==> src/rtl/eeaddr_pkg.sv <==
package eeaddr_pkg;

    // Decoded operation for one cycle, in priority order.
    typedef enum logic [1:0] {
        OP_HOLD  = 2'd0,
        OP_LOAD  = 2'd1,
        OP_RDINC = 2'd2,
        OP_WRINC = 2'd3
    } op_t;

endpackage

==> src/rtl/eeaddr_arb.sv <==
module eeaddr_arb
    import eeaddr_pkg::*;
(
    input  logic ld_i,
    input  logic rd_inc_i,
    input  logic wr_inc_i,
    output op_t  op_o
);

    // Load beats read increment, read increment beats write increment.
    always_comb begin
        if (ld_i)
            op_o = OP_LOAD;
        else if (rd_inc_i)
            op_o = OP_RDINC;
        else if (wr_inc_i)
            op_o = OP_WRINC;
        else
            op_o = OP_HOLD;
    end

endmodule

==> src/rtl/eeaddr_offset.sv <==
module eeaddr_offset
    import eeaddr_pkg::*;
#(
    parameter int OFFS_W = 4
) (
    input  logic              clk_i,
    input  logic              rst_ni,
    input  op_t               op_i,
    input  logic [OFFS_W-1:0] ld_offs_i,
    output logic [OFFS_W-1:0] offs_o,
    output logic              top_o
);

    localparam logic [OFFS_W-1:0] OFFS_MAX = {OFFS_W{1'b1}};

    logic [OFFS_W-1:0] offs_q;
    logic [OFFS_W-1:0] offs_d;

    always_comb begin
        offs_d = offs_q;
        unique case (op_i)
            OP_HOLD:  offs_d = offs_q;
            OP_LOAD:  offs_d = ld_offs_i;
            OP_RDINC: offs_d = offs_q + OFFS_W'(1);
            OP_WRINC: offs_d = offs_q + OFFS_W'(1);
        endcase
    end

    always_ff @(posedge clk_i or negedge rst_ni) begin
        if (!rst_ni)
            offs_q <= '0;
        else
            offs_q <= offs_d;
    end

    assign offs_o = offs_q;
    assign top_o  = (offs_q == OFFS_MAX);

    // any increment at the page top returns the offset to zero.
    assert_offs_wrap_R5: assert property (@(posedge clk_i) disable iff (!rst_ni)
        ((op_i == OP_WRINC || op_i == OP_RDINC) && top_o) |=> (offs_o == '0));

endmodule

==> src/rtl/eeaddr_row.sv <==
module eeaddr_row
    import eeaddr_pkg::*;
#(
    parameter int ROW_W = 6
) (
    input  logic             clk_i,
    input  logic             rst_ni,
    input  op_t              op_i,
    input  logic             carry_i,
    input  logic [ROW_W-1:0] ld_row_i,
    output logic [ROW_W-1:0] row_o
);

    logic [ROW_W-1:0] row_q;
    logic [ROW_W-1:0] row_d;

    always_comb begin
        row_d = row_q;
        unique case (op_i)
            OP_HOLD:  row_d = row_q;
            OP_LOAD:  row_d = ld_row_i;
            OP_RDINC: row_d = carry_i ? row_q + ROW_W'(1) : row_q;
            OP_WRINC: row_d = row_q;
        endcase
    end

    always_ff @(posedge clk_i or negedge rst_ni) begin
        if (!rst_ni)
            row_q <= '0;
        else
            row_q <= row_d;
    end

    assign row_o = row_q;

    // a write increment never moves the page row.
    assert_row_fixed_on_write_R5: assert property (@(posedge clk_i) disable iff (!rst_ni)
        (op_i == OP_WRINC) |=> $stable(row_o));

endmodule

==> src/rtl/eeaddr_ctr.sv <==
module eeaddr_ctr
    import eeaddr_pkg::*;
#(
    parameter int BLK_W  = 2,
    parameter int WORD_W = 8,
    parameter int OFFS_W = 4
) (
    input  logic                    clk_i,
    input  logic                    rst_ni,
    input  logic                    ld_i,
    input  logic [BLK_W-1:0]        ld_blk_i,
    input  logic [WORD_W-1:0]       ld_word_i,
    input  logic                    rd_inc_i,
    input  logic                    wr_inc_i,
    output logic [BLK_W+WORD_W-1:0] addr_o
);

    localparam int ADDR_W = BLK_W + WORD_W;
    localparam int ROW_W  = ADDR_W - OFFS_W;

    op_t               op;
    logic [ADDR_W-1:0] ld_full;
    logic [OFFS_W-1:0] offs;
    logic [ROW_W-1:0]  row;
    logic              offs_top;

    assign ld_full = {ld_blk_i, ld_word_i};

    eeaddr_arb u_arb (
        .ld_i     (ld_i),
        .rd_inc_i (rd_inc_i),
        .wr_inc_i (wr_inc_i),
        .op_o     (op)
    );

    eeaddr_offset #(.OFFS_W(OFFS_W)) u_offs (
        .clk_i     (clk_i),
        .rst_ni    (rst_ni),
        .op_i      (op),
        .ld_offs_i (ld_full[OFFS_W-1:0]),
        .offs_o    (offs),
        .top_o     (offs_top)
    );

    eeaddr_row #(.ROW_W(ROW_W)) u_row (
        .clk_i    (clk_i),
        .rst_ni   (rst_ni),
        .op_i     (op),
        .carry_i  (offs_top),
        .ld_row_i (ld_full[ADDR_W-1:OFFS_W]),
        .row_o    (row)
    );

    assign addr_o = {row, offs};

    assert_load_value_R2: assert property (@(posedge clk_i) disable iff (!rst_ni)
        ld_i |=> (addr_o == $past({ld_blk_i, ld_word_i})));

    assert_read_step_R3: assert property (@(posedge clk_i) disable iff (!rst_ni)
        (rd_inc_i && !ld_i) |=> (addr_o == $past(addr_o) + ADDR_W'(1)));

    assert_load_wins_R6: assert property (@(posedge clk_i) disable iff (!rst_ni)
        (ld_i && (rd_inc_i || wr_inc_i)) |=> (addr_o == $past(ld_full)));

    assert_write_step_R5: assert property (@(posedge clk_i) disable iff (!rst_ni)
        (wr_inc_i && !rd_inc_i && !ld_i) |=>
        ((addr_o[ADDR_W-1:OFFS_W] == $past(addr_o[ADDR_W-1:OFFS_W])) &&
         (addr_o[OFFS_W-1:0] == $past(addr_o[OFFS_W-1:0]) + OFFS_W'(1))));

    assert_read_beats_write_R7: assert property (@(posedge clk_i) disable iff (!rst_ni)
        (rd_inc_i && wr_inc_i && !ld_i) |=> (addr_o == $past(addr_o) + ADDR_W'(1)));

    assert_idle_hold_R8: assert property (@(posedge clk_i) disable iff (!rst_ni)
        (!ld_i && !rd_inc_i && !wr_inc_i) |=> $stable(addr_o));

endmodule

==> config.mk <==
export PLATFORM = sky130hd
export DESIGN_NAME = eeaddr_ctr
export DESIGN_NICKNAME = d
export VERILOG_FILES = /design/src/rtl/eeaddr_pkg.sv /design/src/rtl/eeaddr_arb.sv /design/src/rtl/eeaddr_offset.sv /design/src/rtl/eeaddr_row.sv /design/src/rtl/eeaddr_ctr.sv
export SDC_FILE = /design/constraint.sdc
export NUM_CORES = 1
export LEC_CHECK = 0
export BUFFER_PORTS_ARGS = -buffer_cell sky130_fd_sc_hd__buf_4
export CORE_AREA = 2 2 47 49
export DETAILED_ROUTE_END_ITERATION = 6
export DIE_AREA = 0 0 49 51
export PLACE_DENSITY_LB_ADDON = 0.25
export SYNTH_ARGS = -nofsm -noshare
export SYNTH_HDL_FRONTEND = slang
export SYNTH_SLANG_ARGS = --single-unit
export TNS_END_PERCENT = 30
==> constraint.sdc <==
create_clock -name clk_i -period 1.3 [get_ports clk_i]
set_input_delay 0.195 -clock clk_i [delete_from_list [all_inputs] [get_ports clk_i]]
set_output_delay 0.195 -clock clk_i [all_outputs]
set_load 0.005 [all_outputs]
# Word level (Yosys, flattened, before mapping)
# Cells that the tools add are included.
# totals
register_bits,10
in_bits,15
output_inout_bits,10
word_cells,20
# classes
n_addsub,2
eq_ne,5
muxes,6
n_bitwise,1
n_reduce_logical,4
# op_table
operator,n
$pmux 6 s2,1
$pmux 4 s2,1
$add 6x1->6 const B,1
$mux 2,3
$mux 6,1
$add 4x1->4 const B,1
$eq 2x2->1 const B,2
$eq 4x4->1 const B,1
$reduce_or 2->1,2
$eq 2x1->1 const B,1
$logic_not 2->1,1
$ne 2x1->1 const B,1
$reduce_and 2->1,1
$not 1->1,1

# Logic depth before layout (Yosys ltp)
# logic_depth
ltp_word,7
depth_mapped,8
ltp_nobuf,8

# By module
# A second synthesis with hierarchy kept.
# hier_totals
cells_unflattened,69
area_unflattened_um2,610.6
# by_module_without_submodules
mod,instances,cells_each,area_per_inst_um2,seq_area_each_um2
eeaddr_row,1,42,364.1,150.1
eeaddr_offset,1,23,227.7,100.1
eeaddr_arb,1,4,18.8,0.0

# Worst setup path before layout
# No wires, ideal clock.
# synth_timing
kind,input to register
start,input rd_inc_i
end,"register u_row.row_q[3], in the netlist u_row.row_o[3]"
arrival_time_ns,1.219
t_required_ns,1.177
slack_ns,-0.042
cell_stages,8
path_buffers,2
cell_sequence,inv_1 -> a21oi_1 -> ha_1 -> buf_2 -> buf_2 -> nand2_1 -> a21oi_1 -> a21oi_2
# synth_between
elab_chain_len,6
word_cells_on_any_way,11
classes_between,4 x eq/ne; 3 x mux; 1 x bitwise; 3 x reduce/logical
# synth_lines
item,line,source
from (decl),eeaddr_ctr.sv:13,"input logic rd_inc_i,"
$mux 2 (*),eeaddr_arb.sv:14,else if (rd_inc_i)
$mux 2 (*),eeaddr_arb.sv:12,if (ld_i)
$eq 2x2->1 or $logic_not 2->1 (tied branches),eeaddr_row.sv:19,unique case (op_i)
$reduce_or 2->1 (no source line),-,
$not 1->1 (no source line),-,
$reduce_and 2->1 (no source line),-,
to (signal assigned),eeaddr_row.sv:31,row_q <= row_d;
to (decl),eeaddr_row.sv:14,logic [ROW_W-1:0] row_q;
# Every way passes the cells marked *; elsewhere a longest branch is shown, timed or not.
# A chain may end at the register's enable or synchronous reset.

# Worst setup path after layout
# layout_timing
start,"register u_offs.offs_q[0], in the netlist u_offs.offs_o[0]"
end,"register u_row.row_q[5], in the netlist u_row.row_o[5]"
# layout_between
elab_chain_len,3
# layout_lines
item,line,source
from (decl),eeaddr_offset.sv:16,logic [OFFS_W-1:0] offs_q;
from (signal assigned),eeaddr_offset.sv:33,offs_q <= offs_d;
$eq 4x4->1,eeaddr_offset.sv:37,assign top_o = (offs_q == OFFS_MAX);
$ne 2x1->1 (no source line),-,
$reduce_and 2->1 (no source line),-,
# Every way passes these cells.

==> results summary <==
The count of nets left with antenna violations after detail routing is 0. The signal on the critical path passes through ha_2, nand3_2, a21oi_4, mux2i_1, o211ai_1. The post-layout worst setup margin came out at 0.05789 ns. The detail-routed net length per standard cell is between 10 and 15 µm. The number of global-route vias before repair came out at 601. The wire length after detailed routing came out at 1.517 mm. The number of search-and-repair iterations in the first detailed-routing pass is 3. The number of cells produced by synthesis came out at 77.

In the routed design, unresolved DRC markers number 0. The total non-filler cell area in the finished layout is 1033 µm². The flow ran to the end, and the final reports show no timing, DRC or antenna violations. Clock latency on the worst-skew pair, taken at its later pin, is 0.27 ns.

Synthesis instantiated 22 different standard cells from the library. The H-tree depth came out at 1. The slowest stage of the critical path belongs to the cell dfrtp_1.

The path class of the lowest-slack min-delay path is input port to flip-flop. The power density normalized to cell area is roughly 1200 nW/µm². The highest cell delay on the worst timing path came out at approximately 0.36 ns. Among cell families on the critical path, the largest total delay comes from flip-flops.

The clock tree skew after final layout is ~0.0046 ns. The top achievable clock speed is ~0.81 GHz. The first-pass GRT wire length came out at 2.566 mm. The clock transition time at the flip-flop clock pins of the worst setup and hold paths is 0.07 ns.

The footprint of the multi-input gates came out at 416.7 µm². The total area inside the core boundary comes to 2063 µm². Summed over all nets, the half-perimeter wirelength after detailed placement is 1.158 mm. The clock root buffer is clkbuf_4. The die height came out at 51 µm. The number of endpoints with negative hold slack in the final report is 0. The count of warnings emitted by yosys came out at 0.

The number of top-level pins came out at 25. The highest net fanout along the worst path is 3. The antenna diode instance count is 0.

Excluding fillers, the count of instances in the completed layout stands at 143. Setup repair after global routing could not meet its margin everywhere. The die is 49 µm wide. The design draws between 1 and 1.5 mW. The final-report setup violation count is 0. Data on the critical path is required at its endpoint by between 1 and 1.5 ns.

Dividing the final minimum period by the clock period gives 0.9555. Relative to the synthesized area, the layout overhead comes to 54.68%. The placed instance count is roughly 140. The number of pins exceeding their max-slew limit in the final report came out at 0.

The number of clock buffers inserted by TritonCTS came out at 3. The area taken by flip-flops and latches is ~250 µm². In the routed layout, each cell is associated on average with a via count of roughly 4.7. The via count of the routed design is 674. The final critical path time including I/O delays and setup came out at 1.242 ns. The total of max-cap violations came out at 0. Before CTS, the worst setup slack after placement is -0.1949 ns. The first routing iteration left 14 violations. Summed over all layers, the global routing overflow is 0.

The count of filler cells inserted in the layout is 214. The cell leakage power is ~0.47 nW. The overall routing resource usage is 0.1314. The critical path is of the flip-flop to flip-flop type. Entering global routing, the biggest net connects 12 pins. The count of clock tree sinks came out at 10. The net total in the final layout is about 140. In this run the cell area of the synthesized design comes to 668.1 µm². The critical path startpoint category is a flip-flop. The data arrival time of the worst path came out at 1.39 ns.

The number of buffers inserted by port buffering is 24. The floorplan step defined a die boundary enclosing 2499 µm². The number of nets in the synthesized netlist is 97.

For this run, the register share of the synthesized area comes to 0.3745. TritonCTS built the clock tree. Each instance of the synthesized netlist takes up on average a little under 9 µm². The combined buffer and inverter count along the critical path came out at 0. The worst slew slack as a fraction of its limit came out at 0.8513. The cell row count is 17. The fraction of final layout cells sized beyond drive strength 1 is 0.4348.

Routability-driven placement finished with a final weighted congestion of approximately 0.72. The number of buffers on the longest clock path is 2. The initial standard-cell utilization of the core came out at 0.3238. The total placed instance area came out at 948.4 µm². STA classifies the critical path endpoint as a flip-flop. After synthesis the netlist holds a flip-flop and latch count of 10. The worst-case IR drop observed on VDD is 0.0006255 V. The number of antenna violations at the first check in global routing came out at 0. The pin slew with the least headroom to its limit came out at 0.2230 ns.
-- worst paths after layout --
path	endpoint	startpoint	cells after the start	slack (ns)
max	u_row.row_o[5]	u_offs.offs_o[0]	5	0.06
min	u_row.row_o[5]	ld_blk_i[1]	3	0.21
max reg2reg	u_row.row_o[5]	u_offs.offs_o[0]	5	0.06
min reg2reg	u_row.row_o[4]	u_row.row_o[4]	2	0.58
max in group asynchronous	u_row.row_o[1]	rst_ni	2	0.87
min in group asynchronous	u_row.row_o[4]	rst_ni	2	0.28
-- tightest hold or removal path: stages --
cell and delay [ns]:
buf_4 0.08, nand3b_1 0.07, o211ai_1 0.10
-- area by class of cell --
class / instances / area share
multi-input combinational: 60 / 0.4031
timing repair buffer: 36 / 0.2676
sequential: 10 / 0.2421
clock buffer: 4 / 0.03511
tap: 28 / 0.03390
inverter: 5 / 0.01816
-- metal layers --
layer | global-route usage | vias up | part of all wire
met3 | 0.04386 | 0 | 0.049
met4 | 0.02857 | 0 | 0
met5 | 0 | - | 0
met1 | 0.1584 | 315 | 0.44
li1 | - | 348 | -
met2 | 0.2283 | 11 | 0.51
-- sequential cells by signal, indices dropped and copies added, names as in the netlist --
register       count
u_offs.offs_o      4
u_row.row_o        6
-- Yosys cell counts (all sizes together) --
master | number | share of area
nand2b | 1 | 0.0094
o22ai | 2 | 0.019
buf | 3 | 0.032
dfrtp | 10 | 0.37
a211oi | 1 | 0.011
a21oi | 13 | 0.11
nor3 | 1 | 0.0075
nand2 | 7 | 0.039
nand3 | 6 | 0.045
o211ai | 1 | 0.011
nor3b | 1 | 0.011
nor2b | 1 | 0.0094
nand3b | 1 | 0.011
nor2 | 8 | 0.056
o21ai | 6 | 0.045
inv | 5 | 0.028
nor4b | 1 | 0.022
mux2i | 4 | 0.060
ha | 5 | 0.094
-- cell families (layout without fill, tap and decap cells) --
family / Yosys count / count (layout) / share of synthesized area
AO/OA/AOI/OAI: 23 / 23 / 0.2004
adder cells (fa/ha/maj): 5 / 5 / 0.09363
buffers and inverters: 8 / 45 / 0.05993
flip-flops: 10 / 10 / 0.3745
multiplexers: 4 / 4 / 0.05993
AND/OR/NAND/NOR: 27 / 28 / 0.2116
-- what timing repair did --
| item | in CTS | in global routing |
|---|---|---|
| setup buffers | 0 | 0 |
| resized for setup | 1 | 6 |
| gates cloned | 0 | 1 |
| hold buffers | 1 | 0 |
| pin swaps | 0 | 2 |
| setup endpoints to repair | 2 | 9 |
| hold endpoints to repair | 10 | 0 |
-- power breakdown --
group | internal (mW) | total, mW | switching, mW
clock | 0.170 | 0.288 | 0.118
combinational | 0.279 | 0.495 | 0.217
sequential | 0.380 | 0.454 | 0.0749
total | 0.828 | 1.24 | 0.409
-- through the flow --
step | TNS (ns) | hold WS, ns | utilization
floorplan | 0 | -0.1006 | -
global placement | -1.198 | 0.03548 | 0.4597
detailed placement | -1.521 | 0.03274 | 0.4597
CTS | 0 | 0.2103 | 0.4839
global route | -0.09178 | 0.2170 | 0.5009
finish | 0 | 0.2083 | 0.5009
-- cell usage in the layout, fill, tap and decap left out --
| cell | instances |
|---|---|
| nand2b_1 | 1 |
| dlygate4sd3_1 | 1 |
| o211ai_1 | 1 |
| nor3b_1 | 1 |
| nor2_1 | 7 |
| ha_1 | 3 |
| nand2_1 | 7 |
| a21oi_2 | 3 |
| nor2_2 | 1 |
| buf_4 | 34 |
| o22ai_1 | 2 |
| nand3_1 | 5 |
| clkbuf_4 | 3 |
| a21oi_4 | 2 |
| buf_6 | 1 |
| ha_2 | 2 |
| nor3_1 | 1 |
| clkbuf_8 | 1 |
| dfrtp_1 | 10 |
| a211oi_1 | 1 |
| nand3_2 | 1 |
| nand3b_1 | 1 |
| a21oi_1 | 8 |
| nor2b_1 | 1 |
| o21ai_0 | 6 |
| nor2_4 | 1 |
| nor4b_2 | 1 |
| mux2i_1 | 4 |
| inv_1 | 5 |
Note: power is estimated with default switching activity, not from simulation.
